### src/rtl/txsnoop_pkg.sv
package txsnoop_pkg;
  typedef enum logic [2:0] {
    K_RD   = 3'd0,
    K_RDX  = 3'd1,
    K_WB   = 3'd2,
    K_TRD  = 3'd3,
    K_TRDX = 3'd4
  } kind_e;

  localparam logic [1:0] S_INV = 2'd0;
  localparam logic [1:0] S_VAL = 2'd1;
  localparam logic [1:0] S_DRT = 2'd2;
  localparam logic [1:0] S_RSV = 2'd3;

  localparam logic [1:0] G_FREE   = 2'd0;
  localparam logic [1:0] G_STABLE = 2'd1;
  localparam logic [1:0] G_OLD    = 2'd2;
  localparam logic [1:0] G_NEW    = 2'd3;

  function automatic logic kind_shared(input logic [2:0] k);
    return (k == K_RD) || (k == K_TRD);
  endfunction

  function automatic logic kind_excl(input logic [2:0] k);
    return (k == K_RDX) || (k == K_TRDX);
  endfunction

  function automatic logic kind_txn(input logic [2:0] k);
    return (k == K_TRD) || (k == K_TRDX);
  endfunction
endpackage

### src/rtl/txsnoop_reg_array.sv
module txsnoop_reg_array
  import txsnoop_pkg::*;
#(
  parameter int ADDR_W = 8,
  parameter int DATA_W = 16,
  parameter int LINES  = 4
) (
  input  logic              clk,
  input  logic              rst_n,
  input  logic              fill_we,
  input  logic [ADDR_W-1:0] fill_addr,
  input  logic [1:0]        fill_state,
  input  logic [DATA_W-1:0] fill_data,
  input  logic              lk_valid,
  input  logic [2:0]        lk_kind,
  input  logic [ADDR_W-1:0] lk_addr,
  input  logic              upd_en,
  output logic              hit_supply,
  output logic              hit_dirty,
  output logic [DATA_W-1:0] hit_data
);
  localparam int IDX_W = (LINES > 1) ? $clog2(LINES) : 1;
  localparam int TAG_W = ADDR_W - IDX_W;

  logic [1:0]        st_q [LINES];
  logic [TAG_W-1:0]  tg_q [LINES];
  logic [DATA_W-1:0] dt_q [LINES];

  logic [IDX_W-1:0]  lk_idx;
  logic [IDX_W-1:0]  fl_idx;
  logic [1:0]        st_nxt;
  logic              lk_rd;

  assign lk_idx = lk_addr[IDX_W-1:0];
  assign fl_idx = fill_addr[IDX_W-1:0];
  assign lk_rd  = kind_shared(lk_kind) || kind_excl(lk_kind);

  always_comb begin
    hit_supply = lk_valid && lk_rd && (st_q[lk_idx] != S_INV) &&
                 (tg_q[lk_idx] == lk_addr[ADDR_W-1:IDX_W]);
    hit_dirty  = hit_supply && kind_shared(lk_kind) && (st_q[lk_idx] == S_DRT);
    hit_data   = hit_supply ? dt_q[lk_idx] : '0;
    st_nxt     = kind_shared(lk_kind) ? S_VAL : S_INV;
  end

  always_ff @(posedge clk or negedge rst_n) begin
    if (!rst_n) begin
      for (int i = 0; i < LINES; i++) st_q[i] <= S_INV;
    end else begin
      for (int i = 0; i < LINES; i++) begin
        if (fill_we && (fl_idx == IDX_W'(i))) begin
          st_q[i] <= fill_state;
        end else if (upd_en && hit_supply && (lk_idx == IDX_W'(i))) begin
          st_q[i] <= st_nxt;
        end
      end
    end
  end

  always_ff @(posedge clk) begin
    for (int i = 0; i < LINES; i++) begin
      if (fill_we && (fl_idx == IDX_W'(i))) begin
        tg_q[i] <= fill_addr[ADDR_W-1:IDX_W];
        dt_q[i] <= fill_data;
      end
    end
  end
endmodule

### src/rtl/txsnoop_txn_array.sv
module txsnoop_txn_array
  import txsnoop_pkg::*;
#(
  parameter int ADDR_W = 8,
  parameter int DATA_W = 16,
  parameter int LINES  = 4
) (
  input  logic              clk,
  input  logic              rst_n,
  input  logic              fill_we,
  input  logic [$clog2(LINES)-1:0] fill_slot,
  input  logic [ADDR_W-1:0] fill_addr,
  input  logic [1:0]        fill_state,
  input  logic [1:0]        fill_tag,
  input  logic [DATA_W-1:0] fill_data,
  input  logic              lk_valid,
  input  logic [2:0]        lk_kind,
  input  logic [ADDR_W-1:0] lk_addr,
  input  logic              txn_live,
  input  logic              upd_en,
  output logic              hit_supply,
  output logic              hit_busy,
  output logic              hit_dirty,
  output logic [DATA_W-1:0] hit_data
);
  localparam int IDX_W = $clog2(LINES);

  logic [1:0]        st_q [LINES];
  logic [1:0]        tg_q [LINES];
  logic [ADDR_W-1:0] ad_q [LINES];
  logic [DATA_W-1:0] dt_q [LINES];

  logic [LINES-1:0]  held, stab, copy, nonval;
  logic              txmode, lk_rd, pick_any;
  logic [IDX_W-1:0]  sel;
  logic              upd_line;
  logic [1:0]        st_nxt, tg_nxt;

  for (genvar g = 0; g < LINES; g++) begin : g_match
    assign held[g]   = (tg_q[g] != G_FREE) && (st_q[g] != S_INV) && (ad_q[g] == lk_addr);
    assign stab[g]   = held[g] && (tg_q[g] == G_STABLE);
    assign copy[g]   = held[g] && ((tg_q[g] == G_STABLE) || (tg_q[g] == G_OLD));
    assign nonval[g] = held[g] && (st_q[g] != S_VAL);
  end

  assign txmode = txn_live && kind_txn(lk_kind);
  assign lk_rd  = kind_shared(lk_kind) || kind_excl(lk_kind);

  always_comb begin
    sel      = '0;
    pick_any = 1'b0;
    for (int i = LINES - 1; i >= 0; i--) begin
      if (txmode ? copy[i] : stab[i]) begin
        sel      = IDX_W'(i);
        pick_any = 1'b1;
      end
    end
  end

  always_comb begin
    hit_supply = 1'b0;
    hit_busy   = 1'b0;
    upd_line   = 1'b0;
    if (lk_valid && lk_rd) begin
      if (txmode) begin
        if (|held) begin
          if ((lk_kind == K_TRD) && !(|nonval) && pick_any) hit_supply = 1'b1;
          else hit_busy = 1'b1;
        end
      end else if (pick_any) begin
        hit_supply = 1'b1;
        upd_line   = 1'b1;
      end
    end
    hit_dirty = hit_supply && !txmode && kind_shared(lk_kind) && (st_q[sel] == S_DRT);
    hit_data  = hit_supply ? dt_q[sel] : '0;
    st_nxt    = kind_shared(lk_kind) ? S_VAL : S_INV;
    tg_nxt    = kind_shared(lk_kind) ? G_STABLE : G_FREE;
  end

  always_ff @(posedge clk or negedge rst_n) begin
    if (!rst_n) begin
      for (int i = 0; i < LINES; i++) begin
        st_q[i] <= S_INV;
        tg_q[i] <= G_FREE;
      end
    end else begin
      for (int i = 0; i < LINES; i++) begin
        if (fill_we && (fill_slot == IDX_W'(i))) begin
          st_q[i] <= fill_state;
          tg_q[i] <= fill_tag;
        end else if (upd_en && upd_line && (sel == IDX_W'(i))) begin
          st_q[i] <= st_nxt;
          tg_q[i] <= tg_nxt;
        end
      end
    end
  end

  always_ff @(posedge clk) begin
    for (int i = 0; i < LINES; i++) begin
      if (fill_we && (fill_slot == IDX_W'(i))) begin
        ad_q[i] <= fill_addr;
        dt_q[i] <= fill_data;
      end
    end
  end
endmodule

### src/rtl/txsnoop_merge.sv
module txsnoop_merge
  import txsnoop_pkg::*;
#(
  parameter int DATA_W = 16
) (
  input  logic              clk,
  input  logic              rst_n,
  input  logic              req_valid,
  input  logic [2:0]        req_kind,
  input  logic              reg_supply,
  input  logic              reg_dirty,
  input  logic [DATA_W-1:0] reg_data,
  input  logic              tx_supply,
  input  logic              tx_busy,
  input  logic              tx_dirty,
  input  logic [DATA_W-1:0] tx_data,
  output logic              upd_en,
  output logic              rsp_valid,
  output logic              rsp_supply,
  output logic              rsp_busy,
  output logic [DATA_W-1:0] rsp_data,
  output logic              rsp_flush,
  output logic              rsp_cache,
  output logic              rsp_mem
);
  logic              n_supply, n_busy, n_flush, n_cache, n_mem, n_answerable;
  logic [DATA_W-1:0] n_data;

  assign upd_en = req_valid && !tx_busy;

  always_comb begin
    n_busy       = req_valid && tx_busy;
    n_supply     = req_valid && !tx_busy && (reg_supply || tx_supply);
    n_data       = !n_supply ? '0 : (reg_supply ? reg_data : tx_data);
    n_flush      = n_supply && (reg_supply ? reg_dirty : tx_dirty);
    n_cache      = n_busy || n_supply;
    n_answerable = kind_shared(req_kind) || kind_excl(req_kind);
    n_mem        = req_valid && ((req_kind == K_WB) || (n_answerable && !n_cache));
  end

  always_ff @(posedge clk or negedge rst_n) begin
    if (!rst_n) begin
      rsp_valid  <= 1'b0;
      rsp_supply <= 1'b0;
      rsp_busy   <= 1'b0;
      rsp_data   <= '0;
      rsp_flush  <= 1'b0;
      rsp_cache  <= 1'b0;
      rsp_mem    <= 1'b0;
    end else begin
      rsp_valid  <= req_valid;
      rsp_supply <= n_supply;
      rsp_busy   <= n_busy;
      rsp_data   <= n_data;
      rsp_flush  <= n_flush;
      rsp_cache  <= n_cache;
      rsp_mem    <= n_mem;
    end
  end
endmodule

### src/rtl/txsnoop_responder.sv
module txsnoop_responder
  import txsnoop_pkg::*;
#(
  parameter int ADDR_W    = 8,
  parameter int DATA_W    = 16,
  parameter int REG_LINES = 4,
  parameter int TX_LINES  = 4,
  localparam int SLOT_W   = $clog2(TX_LINES)
) (
  input  logic              clk,
  input  logic              rst_n,
  input  logic              fill_en,
  input  logic              fill_txn,
  input  logic [SLOT_W-1:0] fill_slot,
  input  logic [ADDR_W-1:0] fill_addr,
  input  logic [1:0]        fill_state,
  input  logic [1:0]        fill_tag,
  input  logic [DATA_W-1:0] fill_data,
  input  logic              req_valid,
  input  logic [2:0]        req_kind,
  input  logic [ADDR_W-1:0] req_addr,
  input  logic              txn_live,
  output logic              rsp_valid,
  output logic              rsp_supply,
  output logic              rsp_busy,
  output logic [DATA_W-1:0] rsp_data,
  output logic              rsp_flush,
  output logic              rsp_cache,
  output logic              rsp_mem
);
  logic [1:0]        rst_pipe;
  logic              rst_s;
  logic              reg_supply, reg_dirty, tx_supply, tx_busy, tx_dirty, upd_en;
  logic [DATA_W-1:0] reg_data, tx_data;

  always_ff @(posedge clk or negedge rst_n) begin
    if (!rst_n) rst_pipe <= 2'b00;
    else        rst_pipe <= {rst_pipe[0], 1'b1};
  end
  assign rst_s = rst_pipe[1];

  txsnoop_reg_array #(.ADDR_W(ADDR_W), .DATA_W(DATA_W), .LINES(REG_LINES)) u_reg (
    .clk(clk), .rst_n(rst_s),
    .fill_we(fill_en && !fill_txn), .fill_addr(fill_addr), .fill_state(fill_state),
    .fill_data(fill_data),
    .lk_valid(req_valid), .lk_kind(req_kind), .lk_addr(req_addr), .upd_en(upd_en),
    .hit_supply(reg_supply), .hit_dirty(reg_dirty), .hit_data(reg_data)
  );

  txsnoop_txn_array #(.ADDR_W(ADDR_W), .DATA_W(DATA_W), .LINES(TX_LINES)) u_txn (
    .clk(clk), .rst_n(rst_s),
    .fill_we(fill_en && fill_txn), .fill_slot(fill_slot), .fill_addr(fill_addr),
    .fill_state(fill_state), .fill_tag(fill_tag), .fill_data(fill_data),
    .lk_valid(req_valid), .lk_kind(req_kind), .lk_addr(req_addr), .txn_live(txn_live),
    .upd_en(upd_en),
    .hit_supply(tx_supply), .hit_busy(tx_busy), .hit_dirty(tx_dirty), .hit_data(tx_data)
  );

  txsnoop_merge #(.DATA_W(DATA_W)) u_merge (
    .clk(clk), .rst_n(rst_s),
    .req_valid(req_valid), .req_kind(req_kind),
    .reg_supply(reg_supply), .reg_dirty(reg_dirty), .reg_data(reg_data),
    .tx_supply(tx_supply), .tx_busy(tx_busy), .tx_dirty(tx_dirty), .tx_data(tx_data),
    .upd_en(upd_en),
    .rsp_valid(rsp_valid), .rsp_supply(rsp_supply), .rsp_busy(rsp_busy),
    .rsp_data(rsp_data), .rsp_flush(rsp_flush), .rsp_cache(rsp_cache), .rsp_mem(rsp_mem)
  );
endmodule

### config.mk
export PLATFORM = sky130hd
export DESIGN_NAME = txsnoop_responder
export DESIGN_NICKNAME = d
export VERILOG_FILES = /design/src/rtl/txsnoop_pkg.sv /design/src/rtl/txsnoop_reg_array.sv /design/src/rtl/txsnoop_txn_array.sv /design/src/rtl/txsnoop_merge.sv /design/src/rtl/txsnoop_responder.sv
export SDC_FILE = /design/constraint.sdc
export NUM_CORES = 1
export LEC_CHECK = 0
export ABC_CLOCK_PERIOD_IN_PS = 1300
export CAP_MARGIN = 20
export CORE_MARGIN = 4
export CORE_UTILIZATION = 57
export DETAILED_ROUTE_END_ITERATION = 10
export DONT_BUFFER_PORTS = 1
export GPL_TIMING_DRIVEN = 0
export PLACE_DENSITY_LB_ADDON = 0.08
export REMOVE_ABC_BUFFERS = 1
export SETUP_SLACK_MARGIN = 0.05
export SYNTH_ARGS = -nofsm -noshare
export SYNTH_HDL_FRONTEND = slang
export SYNTH_SLANG_ARGS = --single-unit
### constraint.sdc
create_clock -name clk -period 1.3 [get_ports clk]
set_input_delay 0 -clock clk [delete_from_list [all_inputs] [get_ports clk]]
set_output_delay 0 -clock clk [all_outputs]
set_load 0.01 [all_outputs]
=== Word-level counts from Yosys, hierarchy flattened ===
Memory sizes are Yosys's and may differ from the RTL's.
Index checks and enable logic that the tools add are counted.
Widths: inputs -> output; s select.

* Memories: 4
* Output and inout port bits: 22
* Flip-flop bits (word level): 48
* Memory bits (writable): 184

{| class="wikitable"
|+ Memories
! memory !! words !! bits a word !! rd ports !! clocked after Yosys merged registers in !! wr ports !! line !! RTL
|-
| u_reg.dt_q || 4 || 16 || 1 || 0 || 1 || txsnoop_reg_array.sv:27 || <nowiki>logic [DATA_W-1:0] dt_q [LINES];</nowiki>
|-
| u_txn.dt_q || 4 || 16 || 1 || 0 || 1 || txsnoop_txn_array.sv:31 || <nowiki>logic [DATA_W-1:0] dt_q [LINES];</nowiki>
|-
| u_txn.ad_q || 4 || 8 || 4 || 0 || 1 || txsnoop_txn_array.sv:30 || <nowiki>logic [ADDR_W-1:0] ad_q [LINES];</nowiki>
|-
| u_reg.tg_q || 4 || 6 || 1 || 0 || 1 || txsnoop_reg_array.sv:26 || <nowiki>logic [TAG_W-1:0] tg_q [LINES];</nowiki>
|}

* Equality and inequality tests: 35
* Order comparisons: 2
* Muxes and demuxes: 106
* Bitwise operators: 2
* Reduce and logical (&&, ||, !) cells: 109

{| class="wikitable"
|+ Operators with widths
! cell !! count
|-
| $mux 16 || 9
|-
| $reduce_or 16->1 || 6
|-
| $mux 2 || 40
|-
| $logic_and 1x1->1 || 57
|-
| $mux 1 || 49
|-
| $reduce_bool 2->1 || 17
|-
| $eq 8x8->1 || 4
|-
| $eq 2x2->1 const B || 14
|-
| $mux 8 || 3
|-
| $reduce_or 8->1 || 3
|-
| $mux 6 || 3
|-
| $reduce_or 6->1 || 3
|-
| $eq 2x1->1 const B || 8
|-
| $logic_or 1x1->1 || 11
|-
| $bmux 2 s2 || 2
|-
| $logic_not 2->1 || 4
|-
| $ne 2x1->1 const B || 4
|-
| $reduce_or 4->1 || 2
|-
| $eq 3x2->1 const B || 2
|-
| $eq 6x6->1 || 1
|-
| $ge 3x3->1 const B || 2
|-
| $not 2->3 || 2
|-
| $logic_not 1->1 || 5
|-
| $eq 3x1->1 const B || 1
|-
| other kinds (2) || 2
|}

=== Logic depth before layout (Yosys ltp) ===
* Word-level depth: 22
* Gate-level depth with buffers: 13

=== Hierarchy ===
A second synthesis with hierarchy kept.

* Cells, all modules: 633
* Area total of the unflattened synthesis: 9,801.9 um^2

{| class="wikitable"
|+ By module, submodules not included
! module !! area an instance (um^2) !! instances !! cells each
|-
| txsnoop_txn_array || 4,961.0 || 1 || 355
|-
| txsnoop_reg_array || 3,896.2 || 1 || 204
|-
| txsnoop_merge || 874.6 || 1 || 69
|-
| txsnoop_responder || 70.1 || 1 || 5
|}

=== Least setup slack after synthesis ===
No wires, ideal clock.

* Path type: register to register
* From: reg u_txn.tg_q[4] (netlist name)
* To: reg u_merge.rsp_data[14]
* Clock period less this slack: 2,693 ps
* Slack: -1,393 ps
* Arrival: 2,556 ps
* Data required time: 1,162 ps
* Path buffers: 2
* Stages on the path, launching flop included: 13
* Path through: dfrtp_1 > inv_1 > ha_1 > nor4b_1 > o21ai_1 > o211a_1 > and3_1 > buf_2 > nor3_4 > o21ai_1 > a221oi_4 > buf_6 > a311oi_1

* Longest elaborated chain between the ends: 16

{| class="wikitable"
|+ Ends and longest elaborated chain
! element !! line !! RTL
|-
| start, declared || txsnoop_txn_array.sv:29 || <nowiki>logic [1:0] tg_q [LINES];</nowiki>
|-
| start signal, assigned by index || txsnoop_txn_array.sv:91 || <nowiki>tg_q[i] <= fill_tag;</nowiki>
|-
| start signal, assigned by index || txsnoop_txn_array.sv:94 || <nowiki>tg_q[i] <= tg_nxt;</nowiki>
|-
| $reduce_bool 2->1 || txsnoop_txn_array.sv:40 || <nowiki>assign held[g] = (tg_q[g] != G_FREE) && (st_q[g] != S_INV) && (ad_q[g] == lk_addr);</nowiki>
|-
| $logic_and 1x1->1 (2 in a row) || txsnoop_txn_array.sv:40 ||
|-
| $logic_and 1x1->1, on equally long branches || txsnoop_txn_array.sv:41, txsnoop_txn_array.sv:42, txsnoop_txn_array.sv:43 ||
|-
| $mux 1 or $reduce_or 4->1 (tied branches) || txsnoop_txn_array.sv:53, txsnoop_txn_array.sv:67 ||
|-
| $mux 1 or $logic_not 1->1 (tied branches) || txsnoop_txn_array.sv:53, txsnoop_txn_array.sv:67 ||
|-
| $mux 1 or $logic_and 1x1->1 (tied branches) || txsnoop_txn_array.sv:53, txsnoop_txn_array.sv:67 ||
|-
| $logic_and 1x1->1 || txsnoop_txn_array.sv:67 || <nowiki>if ((lk_kind == K_TRD) && !(|nonval) && pick_any) hit_supply = 1'b1;</nowiki>
|-
| $mux 1 || txsnoop_txn_array.sv:67 ||
|-
| $mux 1 || txsnoop_txn_array.sv:66 || <nowiki>if (|held) begin</nowiki>
|-
| $mux 1 || txsnoop_txn_array.sv:65 || <nowiki>if (txmode) begin</nowiki>
|-
| $mux 1 || txsnoop_txn_array.sv:64 || <nowiki>if (lk_valid && lk_rd) begin</nowiki>
|-
| $logic_not 1->1 || txsnoop_merge.sv:33 || <nowiki>n_supply = req_valid && !tx_busy && (reg_supply || tx_supply);</nowiki>
|-
| $logic_and 1x1->1 (2 in a row) || txsnoop_merge.sv:33 ||
|-
| $mux 16 * || txsnoop_merge.sv:34 || <nowiki>n_data = !n_supply ? '0 : (reg_supply ? reg_data : tx_data);</nowiki>
|-
| named net u_merge.n_data[14] || txsnoop_merge.sv:27 || <nowiki>logic [DATA_W-1:0] n_data;</nowiki>
|-
| end signal, assigned || txsnoop_merge.sv:54 || <nowiki>rsp_data <= n_data;</nowiki>
|-
| end, declared || txsnoop_merge.sv:21 || <nowiki>output logic [DATA_W-1:0] rsp_data,</nowiki>
|}

The timed path passes the listed nets; every way through them passes the cells marked *.
A chain may end at the register's enable or synchronous reset.

=== Worst setup path in the final report ===
* From: reg u_txn.tg_q[6] (netlist name)
* To: reg u_merge.rsp_data[11]

* Longest elaborated chain between the ends: 16

{| class="wikitable"
|+ Ends and longest elaborated chain
! element !! line !! RTL
|-
| $reduce_bool 2->1 || txsnoop_txn_array.sv:40 ||
|-
| $logic_and 1x1->1 (2 in a row) || txsnoop_txn_array.sv:40 ||
|-
| $logic_and 1x1->1 || txsnoop_txn_array.sv:43 || <nowiki>assign nonval[g] = held[g] && (st_q[g] != S_VAL);</nowiki>
|-
| $reduce_or 4->1 || txsnoop_txn_array.sv:67 ||
|-
| $logic_not 1->1 || txsnoop_txn_array.sv:67 ||
|-
| $logic_and 1x1->1 (2 in a row) || txsnoop_txn_array.sv:67 ||
|-
| $mux 1 || txsnoop_txn_array.sv:67 ||
|-
| $mux 1 || txsnoop_txn_array.sv:66 ||
|-
| $mux 1 || txsnoop_txn_array.sv:65 ||
|-
| $mux 1 || txsnoop_txn_array.sv:64 ||
|-
| $logic_not 1->1 || txsnoop_merge.sv:33 ||
|-
| $logic_and 1x1->1 (2 in a row) || txsnoop_merge.sv:33 ||
|-
| $mux 16 * || txsnoop_merge.sv:34 ||
|-
| named net u_merge.n_data[11] || txsnoop_merge.sv:27 ||
|}

Marks and branches as above.

==> metrics.cfg <==
[floorplanning]
dieArea_um2 = 19400
dieWidth_um = 139
start_util_pct = 58.7
coreArea_um2 = 16700
row_count = 47
die_h_um = 139
ios = 69

[layout]
regArea_um2 = 6730
drive_above_1_share_pct = 29.4
diodes = 0
area_growth_pct = 28.0
nNetsFinal = 809
instances_no_fill = 992
nFillCells = 989
multiInputGateArea_um2 = 3210
stdcell_area_um2 = 12600

[critical_path]
critPathKind = reg -> reg
path_cells = inv_1 > ha_1 > nor4bb_2 > o21ai_1 > o211ai_2 > nor2_8 > nor3_4 > o21ai_2 > a221oi_4 > buf_6 > buf_6 > a311oi_2
start_kind = flip-flop
critPathTopFamily = simple AND/OR/NAND/NOR gates
critPathRequiredTime_ps = 1670
cpMostUsedCell = buf_6
slowest_delay_ps = 420
worst_path_max_delay_cell = nor3_4
cp-end-kind = flip-flop
worstPathMaxFanout = 6
critical_path_buf_inv_count = 3
arrival_ps = 3280

[routing]
first_pass_iters = 6
ant_nets = 0
routed_wl_um = 24900
vias_per_cell = 6.27
drcViolationCount = 0
wl_per_cell_um = 25.1
vias = 6219
first_iter_violations = 700

[synth]
synthDistinctLibCells = 72
yosys_warnings = 0
ys_seq_elements = 232
synth_top_cell_area_share_pct = 56.4
synth_commonest_cells = 184 x edfxtp_1, 51 x nand2_1, 48 x dfrtp_1
ys_seq_area_share_pct = 68.6
syn_area_per_cell_um2 = 15.7
ys.flop_type = edfxtp_1
synth-edff-count = 184
synthTopCellsByArea = edfxtp_1 56%, dfrtp_1 12%, mux4_2 5.5%, xor2_1 2.1%, nand2_1 2.0%
yosysTopAreaCell = edfxtp_1
netlist_instances = 626
async_reset_ff_share_pct = 20.7
synthesis.area_um2 = 9800
yosysMostFrequentCell = edfxtp_1

[grt]
grt_overflow = 0
grt_max_degree = 36
grt_pass1_vias = 6184
grtUsageMet1_pct = 32.8
grt_use_total_pct = 24.5
grt_util_met2_pct = 40.2
antenna_found_initial = 0
grt_busiest_layer = met2
grtUsageMet3_pct = 5.59
grt_pass1_wl_um = 36400

[sta]
max_freq_mhz = 344
period_share_pct = 223
finalSetupTns_ps = -64530
grt_setup_unrepaired = true
hold_viol_final = 1
worst_slack_ps = -1600
finalCriticalPeriod_ps = 2900
tightest_slew_ps = 714
slew-limit-headroom_pct = 52.4
hold_ws_ps = -0.759
slew_viol_final = 0
finalSetupViolCount = 46
fin_worst_skew_ps = 14.8

[clock_tree]
cts_htree_levels = 1
clock-root-buffer = clkbuf_16
numClockSinks = 232
cts_buffer_depth = 3
cts_buffers = 24
cts_tree = done
cts.clk_slew.worst_paths_ps = 60
clk_latency_ps = 520

[run_status]
status = complete, but fails checks
violations = negative hold slack, negative setup slack

[power]
powerDensity_nw_per_um2 = 1370
cellLeakagePower_nw = 4.46
p_total_mw = 17.2
max-vdd-ir-drop_mv = 1.25

[placed_design]
port-buffer-count = 0
gp_congestion = 0.912
dp_hpwl_um = 13200
place_area_um2 = 10100
numPlacedInstances = 827

[run]
drv_cap = 0

[min_path]
hp-class = in -> reg

what timing repair did:
item / 4_1_cts / 5_1_grt
endpoints found under the setup margin: 45 / 212
hold buffers: 46 / 2
gates cloned: 5 / 2
buffers inserted: 44 / 23
hold endpoints to repair: 278 / 52
gates resized for setup: 58 / 42
pin swaps: 37 / 11
layer usage:
layer	wire length, µm	up-vias
met4	765	0
met5	0	-
li1	-	2692
met2	12500	326
met1	9630	3137
met3	2010	64
stage by stage:
step,utilization [%],setup slack [ps]
2_1_floorplan,-,-2430
3_3_place_gp,59.0,-4430
5_1_grt,75.1,-1680
3_5_place_dp,60.6,-2380
4_1_cts,72.4,-1480
6_report,75.1,-1600
final timing paths:
| kind | start | to | slack [ps] | cells past startpoint |
|---|---|---|---|---|
| worst max register to register | u_txn.tg_q[6] | u_merge.rsp_data[11] | -1600 | 12 |
| worst min register to register | rst_pipe[1] | u_merge.rsp_data[8] | 180 | 0 |
| worst max-delay path | u_txn.tg_q[6] | u_merge.rsp_data[11] | -1600 | 12 |
| worst min-delay path | fill_en | u_txn.st_q[6] | -0.8 | 5 |
| max in group asynchronous | rst_pipe[1] | u_merge.rsp_data[2] | 600 | 1 |
| min in group asynchronous | rst_pipe[1] | u_merge.rsp_data[8] | 180 | 0 |
worst min-delay path, stage by stage:
cell and delay [ps]:
nand2_1 140, nor3_4 70, buf_6 150, nand2_1 60, o21ai_1 50
cell families (layout without fill, tap and decap cells):
family                   count (synthesis)  count (layout)  synth area share [%]
AO/OA/AOI/OAI                          102             103                  8.64
XOR/XNOR                                38              38                  3.47
adder cells (fa/ha/maj)                  8               8                  1.02
buffers and inverters                   50             191                  2.99
flip-flops                             232             232                  68.6
multiplexers                            31              31                  6.23
other                                    1               1                0.0383
AND/OR/NAND/NOR                        164             168                  8.99
final cells by class:
cell class	instances	area share (%)
Sequential cell	232	53.6
Multi-Input combinational cell	349	25.6
Clock inverter	15	1.70
Inverter	17	0.598
Tap cell	220	2.19
Clock buffer	29	4.93
Timing Repair Buffer	130	11.4
report_power, final:
part | internal (mW) | switching, mW
clock | 4.40 | 2.76
sequential | 8.38 | 0.196
combinational | 0.709 | 0.791
state kept, by name, indices dropped and copies added, names as in the netlist:
signal / cells
u_merge.rsp_mem: 1
u_txn.st_q: 8
u_txn.ad_q: 32
u_merge.rsp_valid: 1
u_merge.rsp_data: 16
u_merge.rsp_cache: 1
u_merge.rsp_busy: 1
u_reg.tg_q: 24
u_reg.st_q: 8
u_reg.dt_q: 64
rst_pipe: 2
u_txn.tg_q: 8
u_merge.rsp_supply: 1
u_txn.dt_q: 64
u_merge.rsp_flush: 1
placed cells by master (no fill, tap or decap), types with 10 or more instances in the layout:
cell           count
o21ai_1           12
clkbuf_16         24
buf_4             42
xor2_1            24
a311oi_2          12
o21ai_0           11
buf_12            10
a21oi_1           12
dlygate4sd3_1     47
mux4_2            24
inv_1             11
edfxtp_1         184
dfrtp_1           47
nand2_1           50
buf_6             22
nor2_1            32
Note: power is estimated with default switching activity, not from simulation.
